[src/rtl/uart_regs_pkg.sv]
package uart_regs_pkg;
  localparam int BUS_W  = 32;
  localparam int WM_LSB = 16;
  localparam int WM_W   = 3;

  localparam int OFF_DIV = 'h00;
  localparam int OFF_TXC = 'h04;
  localparam int OFF_RXC = 'h08;
  localparam int OFF_IE  = 'h0C;
  localparam int OFF_IP  = 'h10;
  localparam int OFF_TXD = 'h14;
  localparam int OFF_RXD = 'h18;

  localparam logic [BUS_W-1:0] RX_EMPTY_WORD = 32'h8000_0000;

  typedef enum logic [2:0] {
    SEL_NONE, SEL_DIV, SEL_TXC, SEL_RXC, SEL_IE, SEL_IP, SEL_TXD, SEL_RXD
  } regSel_e;

  typedef struct packed {
    logic    wrDiv;
    logic    wrTxCtrl;
    logic    wrRxCtrl;
    logic    wrIntEn;
    logic    wrTxData;
    logic    popRx;
    regSel_e rdSel;
  } strobes_t;
endpackage

[src/rtl/uart_reg_ctrl.sv]
module uart_reg_ctrl
  import uart_regs_pkg::*;
#(
  parameter int ADDR_W = 5
) (
  input  logic              busSel,
  input  logic              busWrite,
  input  logic [ADDR_W-1:0] busAddr,
  input  logic [3:0]        busByteEn,
  output strobes_t          strobes
);
  logic    wordOk;
  logic    doWrite;
  logic    doRead;
  regSel_e hitSel;

  assign wordOk  = busSel && (&busByteEn) && (busAddr[1:0] == 2'b00);
  assign doWrite = wordOk && busWrite;
  assign doRead  = wordOk && !busWrite;

  always_comb begin
    if      (busAddr == ADDR_W'(OFF_DIV)) hitSel = SEL_DIV;
    else if (busAddr == ADDR_W'(OFF_TXC)) hitSel = SEL_TXC;
    else if (busAddr == ADDR_W'(OFF_RXC)) hitSel = SEL_RXC;
    else if (busAddr == ADDR_W'(OFF_IE))  hitSel = SEL_IE;
    else if (busAddr == ADDR_W'(OFF_IP))  hitSel = SEL_IP;
    else if (busAddr == ADDR_W'(OFF_TXD)) hitSel = SEL_TXD;
    else if (busAddr == ADDR_W'(OFF_RXD)) hitSel = SEL_RXD;
    else                                  hitSel = SEL_NONE;
  end

  always_comb begin
    strobes          = '0;
    strobes.rdSel    = doRead ? hitSel : SEL_NONE;
    strobes.popRx    = doRead  && (hitSel == SEL_RXD);
    strobes.wrDiv    = doWrite && (hitSel == SEL_DIV);
    strobes.wrTxCtrl = doWrite && (hitSel == SEL_TXC);
    strobes.wrRxCtrl = doWrite && (hitSel == SEL_RXC);
    strobes.wrIntEn  = doWrite && (hitSel == SEL_IE);
    strobes.wrTxData = doWrite && (hitSel == SEL_TXD);
  end
endmodule

[src/rtl/uart_reg_datapath.sv]
module uart_reg_datapath
  import uart_regs_pkg::*;
#(
  parameter int DEPTH = 8
) (
  input  logic             clk,
  input  logic             rstN,
  input  strobes_t         strobes,
  input  logic [BUS_W-1:0] busWdata,
  output logic [BUS_W-1:0] busRdata,
  output logic             txValid,
  output logic [7:0]       txData,
  input  logic             txReady,
  input  logic             rxValid,
  input  logic [7:0]       rxByte,
  output logic             rxReady,
  output logic             irq
);
  localparam int PTR_W = (DEPTH > 1) ? $clog2(DEPTH) : 1;
  localparam int CNT_W = $clog2(DEPTH + 1);
  localparam logic [CNT_W-1:0] FULL_CNT = CNT_W'(DEPTH);

  logic [BUS_W-1:0] divReg, txCtrl, rxCtrl, intEn;
  logic [7:0]       fifoMem [DEPTH];
  logic [PTR_W-1:0] wrPtr, rdPtr;
  logic [CNT_W-1:0] rxCount;
  logic             push, pop, txLoad;
  logic             txWmHit, rxWmHit;

  function automatic logic [PTR_W-1:0] nextPtr(input logic [PTR_W-1:0] p);
    return (p == PTR_W'(DEPTH - 1)) ? '0 : p + 1'b1;
  endfunction

  always_ff @(posedge clk or negedge rstN) begin
    if (!rstN) begin
      divReg <= '0;
      txCtrl <= '0;
      rxCtrl <= '0;
      intEn  <= '0;
    end else begin
      if (strobes.wrDiv)    divReg <= busWdata;
      if (strobes.wrTxCtrl) txCtrl <= busWdata;
      if (strobes.wrRxCtrl) rxCtrl <= busWdata;
      if (strobes.wrIntEn)  intEn  <= busWdata;
    end
  end

  assign txLoad = strobes.wrTxData && (!txValid || txReady);

  always_ff @(posedge clk or negedge rstN) begin
    if (!rstN) begin
      txValid <= 1'b0;
      txData  <= '0;
    end else if (txLoad) begin
      txValid <= 1'b1;
      txData  <= busWdata[7:0];
    end else if (txReady) begin
      txValid <= 1'b0;
    end
  end

  assign rxReady = (rxCount != FULL_CNT);
  assign push    = rxValid && rxReady;
  assign pop     = strobes.popRx && (rxCount != '0);

  always_ff @(posedge clk) begin
    if (push) fifoMem[wrPtr] <= rxByte;
  end

  always_ff @(posedge clk or negedge rstN) begin
    if (!rstN) begin
      wrPtr   <= '0;
      rdPtr   <= '0;
      rxCount <= '0;
    end else begin
      if (push) wrPtr <= nextPtr(wrPtr);
      if (pop)  rdPtr <= nextPtr(rdPtr);
      case ({push, pop})
        2'b10:   rxCount <= rxCount + 1'b1;
        2'b01:   rxCount <= rxCount - 1'b1;
        default: rxCount <= rxCount;
      endcase
    end
  end

  assign txWmHit = (txCtrl[WM_LSB +: WM_W] != '0);
  assign rxWmHit = (32'(rxCount) > 32'(rxCtrl[WM_LSB +: WM_W]));
  assign irq     = intEn[0] || (intEn[1] && (rxCount != '0));

  always_comb begin
    case (strobes.rdSel)
      SEL_DIV: busRdata = divReg;
      SEL_TXC: busRdata = txCtrl;
      SEL_RXC: busRdata = rxCtrl;
      SEL_IE:  busRdata = intEn;
      SEL_IP:  busRdata = {{(BUS_W-2){1'b0}}, rxWmHit, txWmHit};
      SEL_RXD: busRdata = (rxCount != '0) ? {{(BUS_W-8){1'b0}}, fifoMem[rdPtr]}
                                          : RX_EMPTY_WORD;
      default: busRdata = '0;
    endcase
  end


  fifo_bound_chk: assert property (@(posedge clk) disable iff (!rstN)
    rxCount <= FULL_CNT);


  full_drop_chk: assert property (@(posedge clk) disable iff (!rstN)
    (rxValid && !rxReady && !strobes.popRx) |=> $stable(rxCount));


  empty_pop_chk: assert property (@(posedge clk) disable iff (!rstN)
    (strobes.popRx && rxCount == '0 && !rxValid) |=> (rxCount == '0) && $stable(rdPtr));


  pop_step_chk: assert property (@(posedge clk) disable iff (!rstN)
    (strobes.popRx && rxCount != '0 && !rxValid) |=> rxCount == $past(rxCount) - 1'b1);


  tx_hold_chk: assert property (@(posedge clk) disable iff (!rstN)
    (txValid && !txReady) |=> txValid && $stable(txData));
endmodule

[src/rtl/uart_reg_front.sv]
module uart_reg_front
  import uart_regs_pkg::*;
#(
  parameter int ADDR_W   = 5,
  parameter int RX_DEPTH = 8
) (
  input  logic              clk,
  input  logic              rstN,
  input  logic              busSel,
  input  logic              busWrite,
  input  logic [ADDR_W-1:0] busAddr,
  input  logic [3:0]        busByteEn,
  input  logic [31:0]       busWdata,
  output logic [31:0]       busRdata,
  output logic              txValid,
  output logic [7:0]        txData,
  input  logic              txReady,
  input  logic              rxValid,
  input  logic [7:0]        rxByte,
  output logic              rxReady,
  output logic              irq
);
  strobes_t strobes;

  uart_reg_ctrl #(.ADDR_W(ADDR_W)) ctrl (
    .busSel(busSel), .busWrite(busWrite), .busAddr(busAddr),
    .busByteEn(busByteEn), .strobes(strobes)
  );

  uart_reg_datapath #(.DEPTH(RX_DEPTH)) dp (
    .clk(clk), .rstN(rstN), .strobes(strobes), .busWdata(busWdata),
    .busRdata(busRdata), .txValid(txValid), .txData(txData), .txReady(txReady),
    .rxValid(rxValid), .rxByte(rxByte), .rxReady(rxReady), .irq(irq)
  );


  bad_access_quiet_chk: assert property (@(posedge clk) disable iff (!rstN)
    (busSel && !(&busByteEn)) |-> busRdata == '0);
endmodule

[config.mk]
export PLATFORM = sky130hd
export DESIGN_NAME = uart_reg_front
export DESIGN_NICKNAME = d
export VERILOG_FILES = /design/src/rtl/uart_regs_pkg.sv /design/src/rtl/uart_reg_ctrl.sv /design/src/rtl/uart_reg_datapath.sv /design/src/rtl/uart_reg_front.sv
export SDC_FILE = /design/constraint.sdc
export NUM_CORES = 1
export LEC_CHECK = 0
export BUFFER_PORTS_ARGS = -buffer_cell sky130_fd_sc_hd__buf_4
export CAP_MARGIN = 20
export CORE_ASPECT_RATIO = 0.7
export CORE_UTILIZATION = 49
export DETAILED_ROUTE_END_ITERATION = 16
export PLACE_DENSITY = 0.71
export SKIP_LAST_GASP = 1
export SLEW_MARGIN = 10
export SYNTH_ARGS = -nofsm -noshare
export SYNTH_HDL_FRONTEND = slang
export SYNTH_SLANG_ARGS = --single-unit
[constraint.sdc]
create_clock -name clk -period 2.4 [get_ports clk]
set_input_delay 0.48 -clock clk [delete_from_list [all_inputs] [get_ports clk]]
set_output_delay 0.48 -clock clk [all_outputs]
set_load 0.01 [all_outputs]
==> results.cfg <==
[flow_run]
maxCapViolCount = 0

[sta]
worst_pin_slew_ns = 0.658
clock_skew_ns = 0.0133
period_share_pct = 109
period_needed_ns = 2.62
setup_tns_ns = -1.73
max_clock_freq_ghz = 0.382
finalHoldViolations = 0
whs_ns = 0.222
finalSetupViolations = 25
drv_slew = 0
maxSlewHeadroom_pct = 56.1
rsz0062_at_grt = yes
fin_ws_ns = -0.220

[global_route]
grt_max_degree = 58
grt_pass1_wl_mm = 35.2
grt-ovfl-total = 0
gr-usage-all-layers_pct = 23.0
antenna_found_initial = 0
grt_pass1_vias = 6248

[cells_and_area]
antenna_cells = 0
multi_input_area_sq_um = 3810
drive_gt1_share_pct = 51.5
seqCellArea_sq_um = 5600
nets = 825
layout_commonest_cell = dfrtp_1
area_delta_synth_final_pct = 28.3
final_cell_mix = dfrtp_1 (145), buf_4 (128), mux2_2 (125), edfxtp_1 (64), mux2i_1 (31)
fillers = 1250

[pwr]
power_w = 0.00847
powerDensity_nw_per_um2 = 702
irDropWorstVdd_v = 0.000434
cellLeakagePower_nw = 5.37

[die]
core_area_sq_um = 18400
rows = 41
initial_core_util_pct = 51.0
num_io_pins = 98
dieWidth_um = 168
fp.dieH_um = 118
die_area_sq_um = 19800

[synth]
yosysWarningCount = 0
yosysUniqueCellTypes = 56
synth_ff_type = dfrtp_1
yosys.area.top_type = dfrtp_1
synth_area_sq_um = 9400
postSynth.asyncResetShare_pct = 69.7
yosysTopAreaCellShare_pct = 39.1
syn_nets = 668
postSynthAreaPerCell_sq_um = 15.6
synth-seq-area-share_pct = 59.6
ys_top_cells_by_area = dfrtp_1 (39%), edfxtp_1 (20%), mux2_2 (15%)
synth_edf_count = 64
synth_cells = 602
synth_seq_cells = 211

[critical_path]
r2r_start = dp.rxCount[2]
worstSetupStartpointType = flip-flop
path_class = reg2out
arrival_ns = 2.14
startpoint = dp.rdPtr[1]
required_ns = 1.92
worst-path-max-fanout = 7
setup.worst_path.end_class = output pin

[drt]
antenna_left = 0
drt_iter0_drc = 374
drc_errors = 0
drt_wl_total_mm = 21.8
viasPerCell = 5.69
drt_first_pass_iters = 4
wl_per_cell_um = 21.6
vias = 5744

[clock_network]
cts-root-buf = clkbuf_16
cts_buffer_depth = 3
cts_buffers = 21
htreeDepth = 1
insertion_delay_ns = 0.48
cts_sinks = 211
cts_tree = yes
clk_pin_slew_ns = 0.07

[placement]
dp_hpwl_mm = 14.6
gp_congestion = 0.762
portBuffers = 97

[status]
status = finished with violations
violations = negative setup slack

[worst_hold_path]
hold_start = rxByte[1]
hold_path_class = in2reg
[final timing paths]
kind,end,slack (ns),cells after the start
max,busRdata[0],-0.22,5
min,dp.fifoMem[0][1],0.22,1
max reg2reg,dp.rxCount[3],0.18,9
min reg2reg,dp.divReg[3],0.48,1
max in group asynchronous,dp.rxCount[0],1.11,3
min in group asynchronous,dp.divReg[24],0.52,2
[worst max-delay path, cell delays in order (launching register included)]
cell and delay, ns:
dfrtp_1 0.43, clkbuf_16 0.20, mux4_2 0.51, mux2i_1 0.20, o221ai_2 0.15, buf_4 0.17
[where the power goes]
part | internal, W | leakage (nW) | switching [W] | total [W]
registers | 0.00398 | 2.61 | 0.000174 | 0.00415
logic | 0.000437 | 2.40 | 0.000490 | 0.000927
clock network | 0.00204 | 0.364 | 0.00135 | 0.00339
[timing repair]
item                                   CTS  global route
setup buffers                           10             2
setup endpoints to repair               32            33
gates resized for setup                 53            31
endpoints found under the hold margin   54             0
pin swaps                               15             7
hold buffers                             1             0
cloned                                   3             1
[logic make-up after synthesis]
kind of cell | after synthesis | share of synthesized area, %
multiplexers | 199 | 26.3
flip-flops | 211 | 59.6
adder cells (fa/ha/maj) | 11 | 1.54
buffers and inverters | 43 | 2.79
AND/OR/NAND/NOR | 88 | 5.60
AO/OA/AOI/OAI | 48 | 4.03
XOR/XNOR | 2 | 0.186
[Yosys cell counts, types with 11 or more instances]
library cell / instances
nor2_1: 25
a221o_1: 17
dfrtp_1: 147
nand2_1: 16
mux2_1: 17
buf_2: 11
mux2_2: 125
edfxtp_1: 64
mux2i_1: 33
buf_4: 11
mux4_2: 24
[final cells by class]
type,count,area share (%)
Clock inverter,10,0.850
Clock buffer,27,5.14
Multi-Input combinational cell,348,31.6
Inverter,10,0.311
Sequential cell,211,46.4
Tap cell,236,2.45
Timing Repair Buffer,167,13.2
[metrics by stage]
stage               worst slack (ns)  std cells  util (%)  cell area [sq um]
floorplan                     0.0110        602         -               9420
global placement              -0.261        956      58.6              10800
detailed placement            -0.306        956      58.6              10800
CTS                           -0.193       1007      64.7              11900
global route                  -0.261       1009      65.5              12100
finish                        -0.220       1009      65.5              12100
[registers in the layout (all words and copies together), names as in the netlist]
name,cells
dp.wrPtr,3
dp.intEn,32
dp.txCtrl,32
dp.rdPtr,3
dp.txValid,1
dp.txData,8
dp.fifoMem,64
dp.rxCount,4
dp.divReg,32
dp.rxCtrl,32
[per-layer routing]
| layer | vias to the layer above | part of all wire, % | global-route usage [%] |
|---|---|---|---|
| met5 | - | 0 | 0 |
| met4 | 0 | 1.3 | 4.24 |
| met3 | 22 | 5.8 | 3.73 |
| met2 | 160 | 47 | 37.3 |
| met1 | 2957 | 46 | 33.0 |
| li1 | 2605 | - | - |
Note: power is estimated with default switching activity, not from simulation.
